### src/rtl/ctlx_pkg.sv
package ctlx_pkg;

    typedef enum logic [2:0] {
        OP_JP   = 3'd0,
        OP_JR   = 3'd1,
        OP_CALL = 3'd2,
        OP_RET  = 3'd3,
        OP_RETI = 3'd4,
        OP_RST  = 3'd5,
        OP_JHL  = 3'd6,
        OP_NONE = 3'd7
    } xfer_op_e;

    typedef enum logic [1:0] {
        BK_IDLE = 2'd0,
        BK_RD   = 2'd1,
        BK_WR   = 2'd2,
        BK_RSVD = 2'd3
    } bus_kind_e;

    typedef enum logic [3:0] {
        ST_IDLE,
        ST_COND,
        ST_OPLO,
        ST_OPHI,
        ST_STKLO,
        ST_STKHI,
        ST_PREP,
        ST_PUSHH,
        ST_PUSHL,
        ST_FIN,
        ST_HLJ
    } seq_state_e;

    localparam logic [2:0] CC_ALWAYS = 3'd0;
    localparam logic [2:0] CC_CSET   = 3'd1;
    localparam logic [2:0] CC_ZSET   = 3'd2;
    localparam logic [2:0] CC_CCLR   = 3'd3;
    localparam logic [2:0] CC_ZCLR   = 3'd4;

endpackage

### src/rtl/ctlx_cond.sv
module ctlx_cond
    import ctlx_pkg::*;
(
    input  logic [2:0] cond_code,
    input  logic       flag_z,
    input  logic       flag_c,
    output logic       hit,
    output logic       uncond
);

    always_comb begin
        hit    = 1'b1;
        uncond = 1'b0;
        case (cond_code)
            CC_CSET: hit = flag_c;
            CC_ZSET: hit = flag_z;
            CC_CCLR: hit = ~flag_c;
            CC_ZCLR: hit = ~flag_z;
            default: begin
                hit    = 1'b1;
                uncond = 1'b1;
            end
        endcase
    end

endmodule

### src/rtl/ctlx_fsm.sv
module ctlx_fsm
    import ctlx_pkg::*;
(
    input  logic       clk,
    input  logic       rst_n,
    input  logic       start,
    input  xfer_op_e   op_in,
    input  logic       cond_hit,
    input  logic       cond_uncond,
    output seq_state_e state,
    output xfer_op_e   op_q,
    output logic       accept,
    output logic       done,
    output logic       busy
);

    seq_state_e nxt;
    logic       taken_q;

    assign accept = start && (state == ST_IDLE) && (op_in != OP_NONE);

    // State register, captured operation and branch outcome.
    always_ff @(posedge clk or negedge rst_n) begin
        if (!rst_n) begin
            state   <= ST_IDLE;
            op_q    <= OP_NONE;
            taken_q <= 1'b0;
        end else begin
            state <= nxt;
            if (accept) begin
                op_q    <= op_in;
                taken_q <= (op_in == OP_RETI) ? 1'b1 : cond_hit;
            end
        end
    end

    // Next-state logic.
    always_comb begin
        nxt = state;
        unique case (state)
            ST_IDLE: begin
                if (accept) begin
                    case (op_in)
                        OP_JP, OP_JR, OP_CALL: nxt = ST_OPLO;
                        OP_RET:                nxt = cond_uncond ? ST_STKLO : ST_COND;
                        OP_RETI:               nxt = ST_STKLO;
                        OP_RST:                nxt = ST_PREP;
                        OP_JHL:                nxt = ST_HLJ;
                        default:               nxt = ST_IDLE;
                    endcase
                end
            end
            ST_OPLO: begin
                if (op_q == OP_JR) nxt = taken_q ? ST_FIN : ST_IDLE;
                else               nxt = ST_OPHI;
            end
            ST_OPHI: begin
                if (!taken_q)              nxt = ST_IDLE;
                else if (op_q == OP_CALL)  nxt = ST_PREP;
                else                       nxt = ST_FIN;
            end
            ST_COND:  nxt = taken_q ? ST_STKLO : ST_IDLE;
            ST_STKLO: nxt = ST_STKHI;
            ST_STKHI: nxt = ST_FIN;
            ST_PREP:  nxt = ST_PUSHH;
            ST_PUSHH: nxt = ST_PUSHL;
            ST_PUSHL: nxt = ST_IDLE;
            ST_FIN:   nxt = ST_IDLE;
            ST_HLJ:   nxt = ST_IDLE;
            default:  nxt = ST_IDLE;
        endcase
    end

    // Status outputs.
    always_comb begin
        busy = (state != ST_IDLE);
        done = (state != ST_IDLE) && (nxt == ST_IDLE);
    end


    done_idle_chk: assert property (@(posedge clk) disable iff (!rst_n)
        done |=> !busy);


    accept_busy_chk: assert property (@(posedge clk) disable iff (!rst_n)
        accept |=> busy);


    hlj_single_chk: assert property (@(posedge clk) disable iff (!rst_n)
        (state == ST_HLJ) |-> done);

endmodule

### src/rtl/ctlx_dpath.sv
module ctlx_dpath
    import ctlx_pkg::*;
#(
    parameter  int AW = 16,
    localparam int DW = AW / 2
) (
    input  logic          clk,
    input  logic          rst_n,
    input  logic          accept,
    input  seq_state_e    state,
    input  xfer_op_e      op_q,
    input  logic [AW-1:0] pc_in,
    input  logic [AW-1:0] sp_in,
    input  logic [AW-1:0] hl_in,
    input  logic [2:0]    vec_in,
    input  logic [DW-1:0] rdata,
    output logic [AW-1:0] bus_addr,
    output logic [DW-1:0] bus_wdata,
    output bus_kind_e     bus_kind,
    output logic [AW-1:0] pc_q,
    output logic [AW-1:0] sp_q,
    output logic          irq_en
);

    logic [AW-1:0] tmp_q;
    logic [AW-1:0] hl_q;
    logic [2:0]    vec_q;
    logic [AW-1:0] rel_tgt;
    logic [AW-1:0] vec_tgt;
    logic [AW-1:0] sp_dec;

    assign rel_tgt = pc_q + {{(AW-DW){tmp_q[DW-1]}}, tmp_q[DW-1:0]};
    assign vec_tgt = {{(AW-6){1'b0}}, vec_q, 3'b000};
    assign sp_dec  = sp_q - 1'b1;

    always_ff @(posedge clk or negedge rst_n) begin
        if (!rst_n) begin
            pc_q   <= '0;
            sp_q   <= '0;
            tmp_q  <= '0;
            hl_q   <= '0;
            vec_q  <= '0;
            irq_en <= 1'b0;
        end else begin
            if (accept) begin
                pc_q  <= pc_in;
                sp_q  <= sp_in;
                hl_q  <= hl_in;
                vec_q <= vec_in;
            end
            unique case (state)
                ST_OPLO: begin
                    tmp_q[DW-1:0] <= rdata;
                    pc_q          <= pc_q + 1'b1;
                end
                ST_OPHI: begin
                    tmp_q[AW-1:DW] <= rdata;
                    pc_q           <= pc_q + 1'b1;
                end
                ST_STKLO: begin
                    tmp_q[DW-1:0] <= rdata;
                    sp_q          <= sp_q + 1'b1;
                end
                ST_STKHI: begin
                    tmp_q[AW-1:DW] <= rdata;
                    sp_q           <= sp_q + 1'b1;
                end
                ST_PUSHH: sp_q <= sp_dec;
                ST_PUSHL: begin
                    sp_q <= sp_dec;
                    pc_q <= (op_q == OP_RST) ? vec_tgt : tmp_q;
                end
                ST_FIN: begin
                    pc_q <= (op_q == OP_JR) ? rel_tgt : tmp_q;
                    if (op_q == OP_RETI) irq_en <= 1'b1;
                end
                ST_HLJ:  pc_q <= hl_q;
                default: ;
            endcase
        end
    end

    always_comb begin
        bus_kind  = BK_IDLE;
        bus_addr  = '0;
        bus_wdata = '0;
        unique case (state)
            ST_OPLO, ST_OPHI: begin
                bus_kind = BK_RD;
                bus_addr = pc_q;
            end
            ST_STKLO, ST_STKHI: begin
                bus_kind = BK_RD;
                bus_addr = sp_q;
            end
            ST_PUSHH: begin
                bus_kind  = BK_WR;
                bus_addr  = sp_dec;
                bus_wdata = pc_q[AW-1:DW];
            end
            ST_PUSHL: begin
                bus_kind  = BK_WR;
                bus_addr  = sp_dec;
                bus_wdata = pc_q[DW-1:0];
            end
            default: ;
        endcase
    end


    wr_dec_chk: assert property (@(posedge clk) disable iff (!rst_n)
        (bus_kind == BK_WR) |=> (sp_q == $past(sp_q) - 1'b1));


    pop_inc_chk: assert property (@(posedge clk) disable iff (!rst_n)
        (state == ST_STKHI) |=> (sp_q == $past(sp_q) + 1'b1));


    ie_sticky_chk: assert property (@(posedge clk) disable iff (!rst_n)
        !$fell(irq_en));


    rst_vec_chk: assert property (@(posedge clk) disable iff (!rst_n)
        (state == ST_PUSHL && op_q == OP_RST) |=>
            (pc_q[2:0] == 3'b000 && pc_q[AW-1:6] == '0));

endmodule

### src/rtl/ctl_xfer_seq.sv
module ctl_xfer_seq
    import ctlx_pkg::*;
#(
    parameter  int ADDR_W = 16,
    localparam int DATA_W = ADDR_W / 2
) (
    input  logic              clk,
    input  logic              rst_n,
    input  logic              start,
    input  logic [2:0]        op,
    input  logic [2:0]        cond,
    input  logic              flag_z,
    input  logic              flag_c,
    input  logic [2:0]        vec_sel,
    input  logic [ADDR_W-1:0] pc_in,
    input  logic [ADDR_W-1:0] sp_in,
    input  logic [ADDR_W-1:0] hl_in,
    input  logic [DATA_W-1:0] bus_rdata,
    output logic [ADDR_W-1:0] bus_addr,
    output logic [DATA_W-1:0] bus_wdata,
    output logic [1:0]        bus_kind,
    output logic              done,
    output logic              busy,
    output logic [ADDR_W-1:0] pc_out,
    output logic [ADDR_W-1:0] sp_out,
    output logic              irq_en
);

    seq_state_e state;
    xfer_op_e   op_q;
    logic       accept;
    logic       cond_hit;
    logic       cond_uncond;
    bus_kind_e  kind;

    ctlx_cond u_cond (
        .cond_code (cond),
        .flag_z    (flag_z),
        .flag_c    (flag_c),
        .hit       (cond_hit),
        .uncond    (cond_uncond)
    );

    ctlx_fsm u_fsm (
        .clk         (clk),
        .rst_n       (rst_n),
        .start       (start),
        .op_in       (xfer_op_e'(op)),
        .cond_hit    (cond_hit),
        .cond_uncond (cond_uncond),
        .state       (state),
        .op_q        (op_q),
        .accept      (accept),
        .done        (done),
        .busy        (busy)
    );

    ctlx_dpath #(.AW(ADDR_W)) u_dpath (
        .clk       (clk),
        .rst_n     (rst_n),
        .accept    (accept),
        .state     (state),
        .op_q      (op_q),
        .pc_in     (pc_in),
        .sp_in     (sp_in),
        .hl_in     (hl_in),
        .vec_in    (vec_sel),
        .rdata     (bus_rdata),
        .bus_addr  (bus_addr),
        .bus_wdata (bus_wdata),
        .bus_kind  (kind),
        .pc_q      (pc_out),
        .sp_q      (sp_out),
        .irq_en    (irq_en)
    );

    assign bus_kind = kind;


    bus_busy_chk: assert property (@(posedge clk) disable iff (!rst_n)
        (bus_kind != 2'd0) |-> busy);


    wr_pair_chk: assert property (@(posedge clk) disable iff (!rst_n)
        (bus_kind == 2'd2 && !done) |=> (bus_kind == 2'd2 && done));

endmodule

### config.mk
export PLATFORM = sky130hd
export DESIGN_NAME = ctl_xfer_seq
export DESIGN_NICKNAME = d
export VERILOG_FILES = /design/src/rtl/ctlx_pkg.sv /design/src/rtl/ctlx_cond.sv /design/src/rtl/ctlx_fsm.sv /design/src/rtl/ctlx_dpath.sv /design/src/rtl/ctl_xfer_seq.sv
export SDC_FILE = /design/constraint.sdc
export NUM_CORES = 1
export LEC_CHECK = 0
export BUFFER_PORTS_ARGS = -buffer_cell sky130_fd_sc_hd__buf_2
export CORE_ASPECT_RATIO = 0.75
export CORE_MARGIN = 3
export CORE_UTILIZATION = 50
export CTS_CLUSTER_SIZE = 30
export DETAILED_ROUTE_END_ITERATION = 6
export GPL_TIMING_DRIVEN = 0
export PLACE_DENSITY_LB_ADDON = 0.08
export SETUP_SLACK_MARGIN = 0.15
export SYNTH_ARGS = -nofsm -noshare
export SYNTH_HDL_FRONTEND = slang
export SYNTH_HIERARCHICAL = 1
export SYNTH_SLANG_ARGS = --single-unit
### constraint.sdc
create_clock -name clk -period 3.1 [get_ports clk]
set_clock_uncertainty 0.15 [all_clocks]
set_input_delay 0.465 -clock clk [delete_from_list [all_inputs] [get_ports clk]]
set_output_delay 0.465 -clock clk [all_outputs]
set_load 0.01 [all_outputs]
==> impl_metrics.py <==
metrics = {
    "status": {
        "status": "finished, violations left",
        "violations": "DRC, setup timing",
    },
    "routing": {
        "routed_wl_mm": 21.6,
        "maxUsedRoutingLayer": "met4",
        "drtIter0Drc": 920,
        "vias": 6608,
        "wl_met3_mm": 2.45,
        "firstDrtPassIters": 7,
        "dr_wl_met2_mm": 9.72,
        "wire_per_inst_um": 20.9,
        "drcViolationCount": 2,
        "avgViaCountPerCell": 6.39,
        "wl_met1_mm": 9.02,
        "ant_nets": 0,
    },
    "global_routing": {
        "grt_pass1_vias": 6252,
        "grt_pass1_wl_mm": 33.4,
        "grt_max_degree": 53,
        "grt.total_usage": 0.310,
        "gr-total-overflow": 0,
        "antenna_found_initial": 0,
    },
    "critical_path": {
        "critical_path_class": "reg2out",
        "r2r_start": "u_fsm/state[0]",
        "cp_num_buf_inv": 1,
        "cp_max_fo": 5,
        "max_stage_delay_ps": 580,
        "cp_common_cell": "or3_4",
        "cp.arrival_ps": 2580,
        "crit_required_ps": 2480,
        "slowest_stage": "or4_4",
        "cp-startpoint": "u_dpath/sp_q[2]",
        "critPathTopFamily": "simple AND/OR/NAND/NOR gates",
        "startpoint_type": "flip-flop",
        "regToRegSetupSlack_ps": 220,
        "rr_endpoint": "u_dpath/pc_q[14]",
        "reg2regPathDepth": 10,
        "endpoint_kind": "output pin",
        "crit_chain": "or4_4, or3_4, or3_4, a21oi_4, a221o_1, buf_2",
    },
    "timing": {
        "hold_viol": 0,
        "min_period_ps": 3190,
        "rsz0062_at_grt": "yes",
        "slew_violations": 0,
        "period_share": 1.03,
        "final.setup.tns_ps": -212,
        "fmax_mhz": 313,
        "slew-limit-headroom": 0.501,
        "worst_slew_pin_slew_ps": 748,
        "worst_slack_ps": -92.5,
        "final-setup-viol-count": 5,
    },
    "die": {
        "rows": 34,
        "fp.dieH_um": 102,
        "fp.coreArea_um2": 11800,
        "ios": 131,
        "die_w_um": 134,
        "start_util": 0.519,
        "die_area_um2": 13600,
    },
    "final_layout": {
        "layout-drive-gt1-share": 0.342,
        "final_util": 0.657,
        "synthToLayoutAreaGrowth_pct": 26.6,
        "final_cell_mix": "buf_2, dfrtp_1, nand2_1",
        "final_common_cell": "buf_2",
        "nets": 956,
        "diodes": 0,
    },
    "clock_network": {
        "clk_latency_ps": 340,
        "htreeDepth": 3,
        "cts.path.max_buffers": 2,
        "clkTransAtPathRegs_ps": 70,
        "cts_buffers": 9,
        "cts_root_buf": "clkbuf_16",
        "cts_tree": "built",
        "cts.sinks": 76,
    },
    "yosys": {
        "ys_types": 83,
        "ys.flop_type": "dfrtp_1",
        "syn_avg_cell_area_um2": 8.73,
        "synth_edf_count": 0,
        "synth_area_um2": 6110,
        "synthCells": 700,
        "seq_area_frac_synth": 0.312,
        "ys.warnings.count": 6,
        "ys_async_sr_fraction": 1.00,
        "synth_nets": 789,
        "ys_ff_latch": 76,
    },
    "hold_path": {
        "hold_path_class": "in2reg",
        "min_from": "hl_in[6]",
        "hold_depth": 2,
        "min_to": "u_dpath/hl_q[6]",
    },
    "run": {
        "max_cap_violations": 0,
    },
    "power_and_ir_drop": {
        "ir_worst_vdd_v": 0.000450,
        "p_leak_nw": 3.42,
        "power_density_nw_per_um2": 1160,
    },
    "placed_design": {
        "place_hpwl_mm": 15.8,
        "place.gp.congestion": 1.06,
        "port_buffers": 128,
    },
}
-- report_power, final --
part | internal (mW) | leakage (nW) | switching, mW
combinational | 2.45 | 2.37 | 3.25
clock | 0.639 | 0.151 | 0.476
sequential | 1.52 | 0.903 | 0.685
total | 4.61 | 3.42 | 4.41
-- sequential cells by signal, summed over array words and instances (netlist names) --
name	flops
u_fsm/taken_q	1
u_dpath/hl_q	16
u_dpath/sp_q	16
u_fsm/state	4
u_dpath/pc_q	16
u_dpath/tmp_q	16
u_fsm/op_q	3
u_dpath/vec_q	3
u_dpath/irq_en	1
-- Yosys cell counts, types with 8 or more instances --
master	instances	area (um2)
a21o_1	15	113
a21oi_1	41	205
a221o_1	11	110
a221oi_1	13	114
a22o_1	12	105
a31oi_1	10	62.6
clkbuf_1	43	161
dfrtp_1	73	1830
ha_1	18	225
inv_1	18	67.6
mux2_2	40	450
mux2i_1	8	80.1
nand2_1	57	214
nand2b_1	8	50.1
nand3_1	18	90.1
nor2_1	57	214
nor2b_1	8	50.1
nor3b_1	9	67.6
o211ai_1	8	60.1
o21ai_0	59	295
xnor2_1	20	175
xor2_1	10	87.6
-- worst max path at each step --
stage / to / slack, ps / depth (start not counted)
6_report: bus_addr[13] / -90 / 6
5_1_grt: bus_addr[13] / -170 / 7
4_1_cts: bus_addr[13] / -80 / 7
3_5_place_dp: u_dpath/sp_q[1] / -400 / 10
3_3_place_gp: u_dpath/sp_q[2] / -380 / 10
2_1_floorplan: bus_addr[8] / 160 / 9
-- timing repair --
action	4_1_cts	5_1_grt
hold buffers	1	0
pin swaps	13	8
endpoints found under the setup margin	69	21
hold endpoints to repair	24	0
gates resized for setup	55	34
buffers inserted	16	11
-- cells by family (layout without fill, tap and decap cells) --
family                   after synthesis  count (layout)  synth area share
flip-flops                            76              76             0.312
multiplexers                          49              49            0.0886
adder cells (fa/ha/maj)               19              19            0.0401
XOR/XNOR                              30              30            0.0430
AO/OA/AOI/OAI                        233             233             0.269
AND/OR/NAND/NOR                      223             223             0.198
buffers and inverters                 70             242            0.0497
-- stage by stage --
| stage | total power [mW] | instance area, um2 | std cells | setup slack [ps] | hold WS [ps] |
|---|---|---|---|---|---|
| final | 9.01 | 7740 | 1034 | -92.5 | 200 |
| after global routing | 9.61 | 7740 | 1034 | -170 | 199 |
| after CTS | 8.74 | 7590 | 1023 | -78.4 | 194 |
| after detailed placement | 7.30 | 6990 | 991 | -398 | 258 |
| after global placement | 7.16 | 6960 | 990 | -379 | 303 |
| after floorplan | 5.65 | 6110 | 700 | 158 | 19.4 |
-- layout make-up --
| class | count | area, um2 |
|---|---|---|
| tap | 162 | 203 |
| fill | 1020 | 4040 |
| sequential | 76 | 1910 |
| clock buffer | 9 | 225 |
| multi-input combinational | 554 | 4050 |
| buffer | 51 | 314 |
| timing repair buffer | 157 | 883 |
| clock inverter | 7 | 82.6 |
| inverter | 18 | 70.1 |
-- routing by layer --
metal | up-vias | GRT usage
met2 | 440 | 0.486
li1 | 2975 | -
met3 | 45 | 0.0775
met4 | 0 | 0.0814
met1 | 3148 | 0.431
met5 | - | 0
Note: power is estimated with default switching activity, not from simulation.
